===== config.mk =====
export PLATFORM = sky130hd
export DESIGN_NAME = evt_irq_ctrl
export DESIGN_NICKNAME = d
export VERILOG_FILES = /design/src/rtl/eic_pkg.sv /design/src/rtl/eic_sync.sv /design/src/rtl/eic_raw_hold.sv /design/src/rtl/eic_event_slice.sv /design/src/rtl/evt_irq_ctrl.sv
export SDC_FILE = /design/constraint.sdc
export NUM_CORES = 1
export LEC_CHECK = 0
export BUFFER_PORTS_ARGS = -buffer_cell sky130_fd_sc_hd__buf_4
export CAP_MARGIN = 25
export CORE_ASPECT_RATIO = 2
export CORE_MARGIN = 5
export CORE_UTILIZATION = 35
export CTS_BUF_LIST = sky130_fd_sc_hd__clkbuf_16
export DETAILED_ROUTE_END_ITERATION = 10
export GPL_TIMING_DRIVEN = 0
export PLACE_DENSITY_LB_ADDON = 0.2
export SETUP_SLACK_MARGIN = 0.15
export SKIP_LAST_GASP = 1
export SLEW_MARGIN = 20
export SYNTH_ARGS = -nofsm -noshare
export SYNTH_HDL_FRONTEND = slang
export SYNTH_SLANG_ARGS = --single-unit

===== constraint.sdc =====
create_clock -name clk -period 1.19 [get_ports clk]
set_input_delay 0 -clock clk [delete_from_list [all_inputs] [get_ports clk]]
set_output_delay 0 -clock clk [all_outputs]
set_load 0.01 [all_outputs]

===== src/rtl/eic_pkg.sv =====
package eic_pkg;

    localparam int ADDR_W = 3;

    typedef enum logic [ADDR_W-1:0] {
        REG_RAW  = 3'd0,
        REG_PEND = 3'd1,
        REG_EN   = 3'd2,
        REG_CLR  = 3'd3,
        REG_RSN  = 3'd4,
        REG_CTRL = 3'd5
    } reg_sel_e;

    typedef struct packed {
        logic pend;
        logic reason;
    } evt_state_t;

    localparam evt_state_t EVT_IDLE = '{pend: 1'b0, reason: 1'b0};

    function automatic logic drive_level(input logic active, input logic act_high);
        return act_high ? active : ~active;
    endfunction

endpackage


===== src/rtl/eic_sync.sv =====
module eic_sync #(
    parameter int WIDTH = 5
) (
    input  logic             clk,
    input  logic             rst,
    input  logic [WIDTH-1:0] d_async,
    output logic [WIDTH-1:0] q_sync
);
    logic [WIDTH-1:0] stage1;

    always_ff @(posedge clk) begin
        if (rst) begin
            stage1 <= '0;
            q_sync <= '0;
        end else begin
            stage1 <= d_async;
            q_sync <= stage1;
        end
    end
endmodule


===== src/rtl/eic_raw_hold.sv =====
module eic_raw_hold #(
    parameter int NUM_SRC  = 5,
    parameter int LINK_IDX = 0
) (
    input  logic               clk,
    input  logic               rst,
    input  logic [NUM_SRC-1:0] live,
    output logic [NUM_SRC-1:0] raw_q
);
    for (genvar i = 0; i < NUM_SRC; i++) begin : g_bit
        if (i == LINK_IDX) begin : g_link
            always_ff @(posedge clk) begin
                if (rst) raw_q[i] <= 1'b0;
                else     raw_q[i] <= live[i];
            end
        end else begin : g_field
            always_ff @(posedge clk) begin
                if (rst)                 raw_q[i] <= 1'b0;
                else if (live[LINK_IDX]) raw_q[i] <= live[i];
            end
        end
    end
endmodule


===== src/rtl/eic_event_slice.sv =====
module eic_event_slice
    import eic_pkg::*;
(
    input  logic clk,
    input  logic rst,
    input  logic live,
    input  logic clr,
    output logic pend,
    output logic reason
);
    evt_state_t st_q, st_d;

    always_comb begin
        st_d = st_q;
        if (clr) begin
            st_d = EVT_IDLE;
        end else if (!st_q.pend && (live != st_q.reason)) begin
            st_d.pend   = 1'b1;
            st_d.reason = live;
        end
    end

    always_ff @(posedge clk) begin
        if (rst) st_q <= EVT_IDLE;
        else     st_q <= st_d;
    end

    assign pend   = st_q.pend;
    assign reason = st_q.reason;
endmodule


===== src/rtl/evt_irq_ctrl.sv =====
module evt_irq_ctrl
    import eic_pkg::*;
#(
    parameter int NUM_SRC  = 5,
    parameter int DATA_W   = 8,
    parameter int LINK_IDX = 0
) (
    input  logic               clk,
    input  logic               rst,
    input  logic [NUM_SRC-1:0] mon_i,
    input  logic [ADDR_W-1:0]  addr,
    input  logic               wr_en,
    input  logic [DATA_W-1:0]  wr_data,
    output logic [DATA_W-1:0]  rd_data,
    output logic               irq_o
);
    localparam logic [DATA_W-1:0] CTRL_RST = DATA_W'(1);

    logic [NUM_SRC-1:0] live_s;
    logic [NUM_SRC-1:0] raw_q;
    logic [NUM_SRC-1:0] pend;
    logic [NUM_SRC-1:0] reason;
    logic [NUM_SRC-1:0] en_q;
    logic [NUM_SRC-1:0] clr_q;
    logic [DATA_W-1:0]  ctrl_q;
    logic               wr_clr;
    logic               any_active;

    eic_sync #(.WIDTH(NUM_SRC)) u_sync (
        .clk     (clk),
        .rst     (rst),
        .d_async (mon_i),
        .q_sync  (live_s)
    );

    eic_raw_hold #(.NUM_SRC(NUM_SRC), .LINK_IDX(LINK_IDX)) u_raw (
        .clk   (clk),
        .rst   (rst),
        .live  (live_s),
        .raw_q (raw_q)
    );

    for (genvar i = 0; i < NUM_SRC; i++) begin : g_src
        eic_event_slice u_slice (
            .clk    (clk),
            .rst    (rst),
            .live   (raw_q[i]),
            .clr    (clr_q[i]),
            .pend   (pend[i]),
            .reason (reason[i])
        );
    end

    assign wr_clr = wr_en && (reg_sel_e'(addr) == REG_CLR);

    always_ff @(posedge clk) begin
        if (rst) begin
            en_q   <= '0;
            clr_q  <= '0;
            ctrl_q <= CTRL_RST;
        end else begin
            clr_q <= wr_clr ? wr_data[NUM_SRC-1:0] : '0;
            if (wr_en && reg_sel_e'(addr) == REG_EN)   en_q   <= wr_data[NUM_SRC-1:0];
            if (wr_en && reg_sel_e'(addr) == REG_CTRL) ctrl_q <= wr_data;
        end
    end

    always_comb begin
        unique case (reg_sel_e'(addr))
            REG_RAW:  rd_data = DATA_W'(raw_q);
            REG_PEND: rd_data = DATA_W'(pend);
            REG_EN:   rd_data = DATA_W'(en_q);
            REG_CLR:  rd_data = DATA_W'(clr_q);
            REG_RSN:  rd_data = DATA_W'(reason);
            REG_CTRL: rd_data = ctrl_q;
            default:  rd_data = '0;
        endcase
    end

    assign any_active = |(pend & en_q);
    assign irq_o      = drive_level(any_active, ctrl_q[0]);
endmodule


* After elaboration in Yosys (flattened, before gate mapping)
Index checks and enable logic that the tools add are counted.
** Storage, ports and cells
- Flip-flop bits (word level) :: 43
- Word-level logic and storage cells :: 56
- Output and inout port bits :: 9
** Cells by class
- Bitwise logic cells :: 3
- Eq/ne operators :: 10
- Reductions and logical operators :: 21
- Muxes and demuxes :: 2
** Operators by type and width (number)
- 8-bit case mux with 6 select lines :: 1
- 2-bit OR reduction :: 6
- 1-bit logical AND :: 8
- 3-bit by 2-bit == test with 1-bit output (second input constant) :: 2
- 3-bit == test (second input constant) :: 2
- 5-bit AND :: 1
- 1-bit logical NOT :: 5
- 1-bit inequality test :: 5
- 5-bit OR reduction :: 1
- 3-bit by 1-bit == test with 1-bit output (second input constant) :: 1
- 3-bit logical NOT :: 1
- 1-bit inverter :: 2
- 1-bit two-way mux :: 1

* Longest topological paths before layout
- Depth in word-level cells :: 4
- Depth in mapped cells :: 5
- Mapped depth without buffers :: 3

* Modules after synthesis
A second synthesis with hierarchy kept.
** Unflattened totals
- Cells, all modules :: 177
- Area total of the unflattened synthesis :: 1809.2 um^2
** By module, submodules not included
- evt_irq_ctrl :: times used 1, cells an instance 107, area an instance 973.4 um^2, sequential area each 360.3 um^2
- eic_event_slice :: times used 5, cells an instance 7, area an instance 80.1 um^2, sequential area each 40.0 um^2
- eic_sync :: times used 1, cells an instance 20, area an instance 262.8 um^2, sequential area each 200.2 um^2
- eic_raw_hold :: times used 1, cells an instance 15, area an instance 172.7 um^2, sequential area each 100.1 um^2

* Least setup slack after synthesis
OpenSTA, ideal clock, no wires.
- Path type :: register -> output
- Start point :: reg g_src[2].u_slice.st_q (netlist bit g_src[2].u_slice.pend)
- End point :: out irq_o
- Stages on the path, launching flop included :: 4
- Required time :: 1.190 ns
- Path slack :: 0.221 ns
- Path buffers :: 0
- Arrival :: 0.969 ns
- Cells stage by stage :: dfxtp_1 a222oi_1 nand2_1 xnor2_1
** Between the ends
- Cells in the longest elaborated chain, start to end :: 4
** Ends and longest elaborated chain
- start: declaration :: RTL line eic_event_slice.sv:11 : evt_state_t st_q, st_d;
- start signal: assignment :: RTL line eic_event_slice.sv:25 : else st_q <= st_d;
- 5-bit AND (*) :: RTL line evt_irq_ctrl.sv:80 : assign any_active = |(pend & en_q);
- 5-bit OR reduction (*) :: RTL line evt_irq_ctrl.sv:80
- 1-bit inverter :: RTL line eic_pkg.sv:22 : return act_high ? active : ~active;
- 1-bit two-way mux (*) :: RTL line eic_pkg.sv:22
- end: declaration :: RTL line evt_irq_ctrl.sv:15 : output logic irq_o
Mark *: on every way between the ends. The rest lies on a longest branch, timed or not.

* Final worst setup path
- Start point :: reg en_q[2]
- End point :: out irq_o
** Between the ends
- Cells in the longest elaborated chain, start to end :: 4
** Ends and longest elaborated chain
- start: declaration :: RTL line evt_irq_ctrl.sv:23 : logic [NUM_SRC-1:0] en_q;
- start signal: assignment :: RTL line evt_irq_ctrl.sv:63 : if (wr_en && reg_sel_e'(addr) == REG_EN) en_q <= wr_data[NUM_SRC-1:0];
- 5-bit AND (*) :: RTL line evt_irq_ctrl.sv:80
- 5-bit OR reduction (*) :: RTL line evt_irq_ctrl.sv:80
- 1-bit inverter :: RTL line eic_pkg.sv:22
- 1-bit two-way mux (*) :: RTL line eic_pkg.sv:22
Marked as above.

==> flow_metrics.py <==
metrics = {
    "status": {
        "status": "finished with violations",
        "failed_checks": "setup timing",
    },
    "detailed_routing": {
        "via_count": 1433,
        "drc": 0,
        "via_per_inst": 4.89,
        "ant_nets": 0,
        "wire_per_inst_um": 14.9,
        "drt-pass1-iter-count": 4,
        "drtIter0Drc": 64,
        "wl_um": 4370,
    },
    "global_routing": {
        "antenna_found_initial": 0,
        "use_met2_pct": 28.3,
        "grt_usage_pct": 15.1,
        "grt_pass1_vias": 1510,
        "grt.met1_usage_pct": 14.9,
        "grt_max_degree": 13,
        "grtUsageMet3_pct": 2.80,
        "grt_first_pass_wirelength_um": 7290,
        "grt_overflow": 0,
        "grt_busiest_layer": "met2",
    },
    "cts": {
        "cts-root-buf": "clkbuf_16",
        "clkSlewWorstSetupHoldPaths_ps": 60,
        "numClockSinks": 43,
        "clock_latency_ps": 280,
        "cts_buffer_depth": 2,
        "cts_made_buffers": 5,
        "h-tree-depth": 2,
        "cts_tree": "done",
    },
    "power": {
        "vdd_drop_max_uv": 1070,
        "power_mw": 3.05,
        "p_leak_nw": 1.01,
        "powerDensity_nw_per_um2": 1260,
    },
    "sta": {
        "finalSetupViolCount": 4,
        "finalCritPeriodShare_pct": 121,
        "rsz0062_at_grt": "true",
        "layout_min_cycle_time_ps": 1440,
        "timing.final.ws_setup_ps": -253,
        "fin_skew_ps": 7.37,
        "worst-slew-pin-transition_ps": 578,
        "max_freq_ghz": 0.693,
        "finalHoldViolCount": 0,
        "drv_slew": 0,
        "worst_slew_margin_rel_pct": 61.5,
    },
    "floorplanning": {
        "die_area_sq_um": 6630,
        "core_sq_um": 4860,
        "num_rows": 36,
        "io_pins": 28,
        "die_h_um": 110,
        "initial_core_util_pct": 36.2,
        "die-width_um": 60.2,
    },
    "synthesis": {
        "synthTopCellsByCount": "dfxtp_1, mux2i_1, nand2_1",
        "synth_cells": 180,
        "syn_area_per_cell_sq_um": 9.78,
        "synth_edf_count": 0,
        "netlist_area_sq_um": 1760,
        "yosysMostFrequentCell": "dfxtp_1",
        "ys_warn_count": 0,
        "yosysSeqAreaShare_pct": 48.9,
        "synth_top_cell_area_share_pct": 48.9,
        "synth_area_leader_cell": "dfxtp_1",
        "async_flop_share_pct": 0,
        "ys_ff_latch": 43,
        "synth.distinct_cells": 28,
        "synthFlopType": "dfxtp_1",
        "synth_nets": 199,
        "synth.area.top_cells": "dfxtp_1, mux2i_1, nor2b_1, nand2_1, nor3_1",
    },
    "setup_path": {
        "arrival_ps": 1440,
        "worst_setup_path_end_kind": "output port",
        "crit_slowest_cell": "a222oi_1",
        "cp_slowest_stage_delay_ps": 380,
        "worstPathMaxFanout": 2,
        "startpoint_type": "flip-flop",
        "crit_chain": "a222oi_1 > nand2_1 > xnor2_1 > buf_4",
        "cp_data_required_time_ps": 1190,
        "path_class": "flip-flop to output port",
    },
    "finish": {
        "utilization_pct": 49.8,
        "final-seq-area_sq_um": 882,
        "finalNetCount": 255,
        "area_growth_pct": 37.7,
        "diodes": 0,
        "drive_above_1_share_pct": 28.8,
        "fillers": 473,
        "multiInputGateArea_sq_um": 857,
    },
    "placement": {
        "preCtsSetupSlack_ps": -170,
        "port-buffer-count": 27,
        "gp_congestion": 0.778,
        "dpl.hpwl_um": 3080,
    },
    "worst_hold_path": {
        "hold_path_class": "primary input to flip-flop",
    },
    "flow_run": {
        "cap_violations": 0,
    },
}
-- cell type report --
cell class,count,share of cell area [%]
timing repair buffer,49,16.8
tap,57,2.94
buffer,11,2.68
inverter,2,0.310
sequential,43,36.4
clock inverter,2,0.361
clock buffer,5,5.16
multi-input combinational,124,35.3
-- flip-flops by register name, summed over array words and instances (netlist names) --
register / cells
g_src.u_slice.pend: 5
g_src.u_slice.reason: 5
en_q: 5
u_raw.raw_q: 5
u_sync.q_sync: 5
u_sync.stage1: 5
ctrl_q: 8
clr_q: 5
-- final timing paths --
path	from	to	slack [ps]	cells after the start
worst max-delay path	en_q[2]	irq_o	-250	4
worst min-delay path	rst	clr_q[0]	90	3
worst max register to register	u_sync.q_sync[0]	u_raw.raw_q[2]	330	3
worst min register to register	clr_q[3]	g_src[3].u_slice.pend	420	1
-- where the power goes --
group          switching, mW  internal, mW
Clock                  0.515         0.753
Combinational          0.134         0.157
Sequential            0.0197          1.47
Total                  0.668          2.39
-- cells in the final DEF, fill, tap and decap left out, types with 3 or more instances in the layout --
master,netlist,layout
a21oi_1,7,7
and2_1,5,5
and3_1,3,3
buf_1,3,3
buf_2,3,3
buf_4,1,35
buf_6,2,4
clkbuf_16,0,5
dfxtp_1,43,30
dfxtp_2,0,11
dlygate4sd3_1,0,13
mux2i_1,27,27
nand2_1,18,18
nor2_1,14,14
nor2b_1,13,13
nor3_1,11,10
o221ai_2,0,3
or3_1,3,3
xor2_1,5,5
-- metrics by stage --
stage	cells	hold slack (ps)	TNS, ps	instance area, sq um
2_1_floorplan	180	122	0	1760
3_3_place_gp	264	209	-936	2030
3_5_place_dp	264	217	-831	2030
4_1_cts	291	90.5	-419	2400
5_1_grt	293	108	-586	2420
6_report	293	91.8	-421	2420
-- cell families after synthesis --
logic type                share of synthesized area [%]
and+or+nand+nor                                    21.4
DFF                                                48.9
buffers and inverters                              4.05
muxes                                              15.4
AOI/OAI and AO/OA                                  7.32
xor gates and xnor gates                           2.99
-- critical path, delay by kind of cell (launching register included) --
family | cells | cell delay (ps)
AO/OA/AOI/OAI | 1 | 380
flip-flops | 1 | 330
buffers and inverters | 1 | 150
XOR/XNOR | 1 | 190
AND/OR/NAND/NOR | 1 | 120
-- metal layers --
layer / part of all wire, % / vias up
li1: - / 729
met1: 37 / 667
met2: 56 / 29
met3: 3.8 / 8
met4: 3.2 / 0
met5: 0 / -
-- what timing repair did --
action	in CTS	in global routing
resized for setup	21	3
hold endpoints to repair	23	0
setup buffers	7	2
pin swaps	6	3
hold buffers	13	0
setup endpoints to repair	11	9
Power figures use the tool's default switching activity.
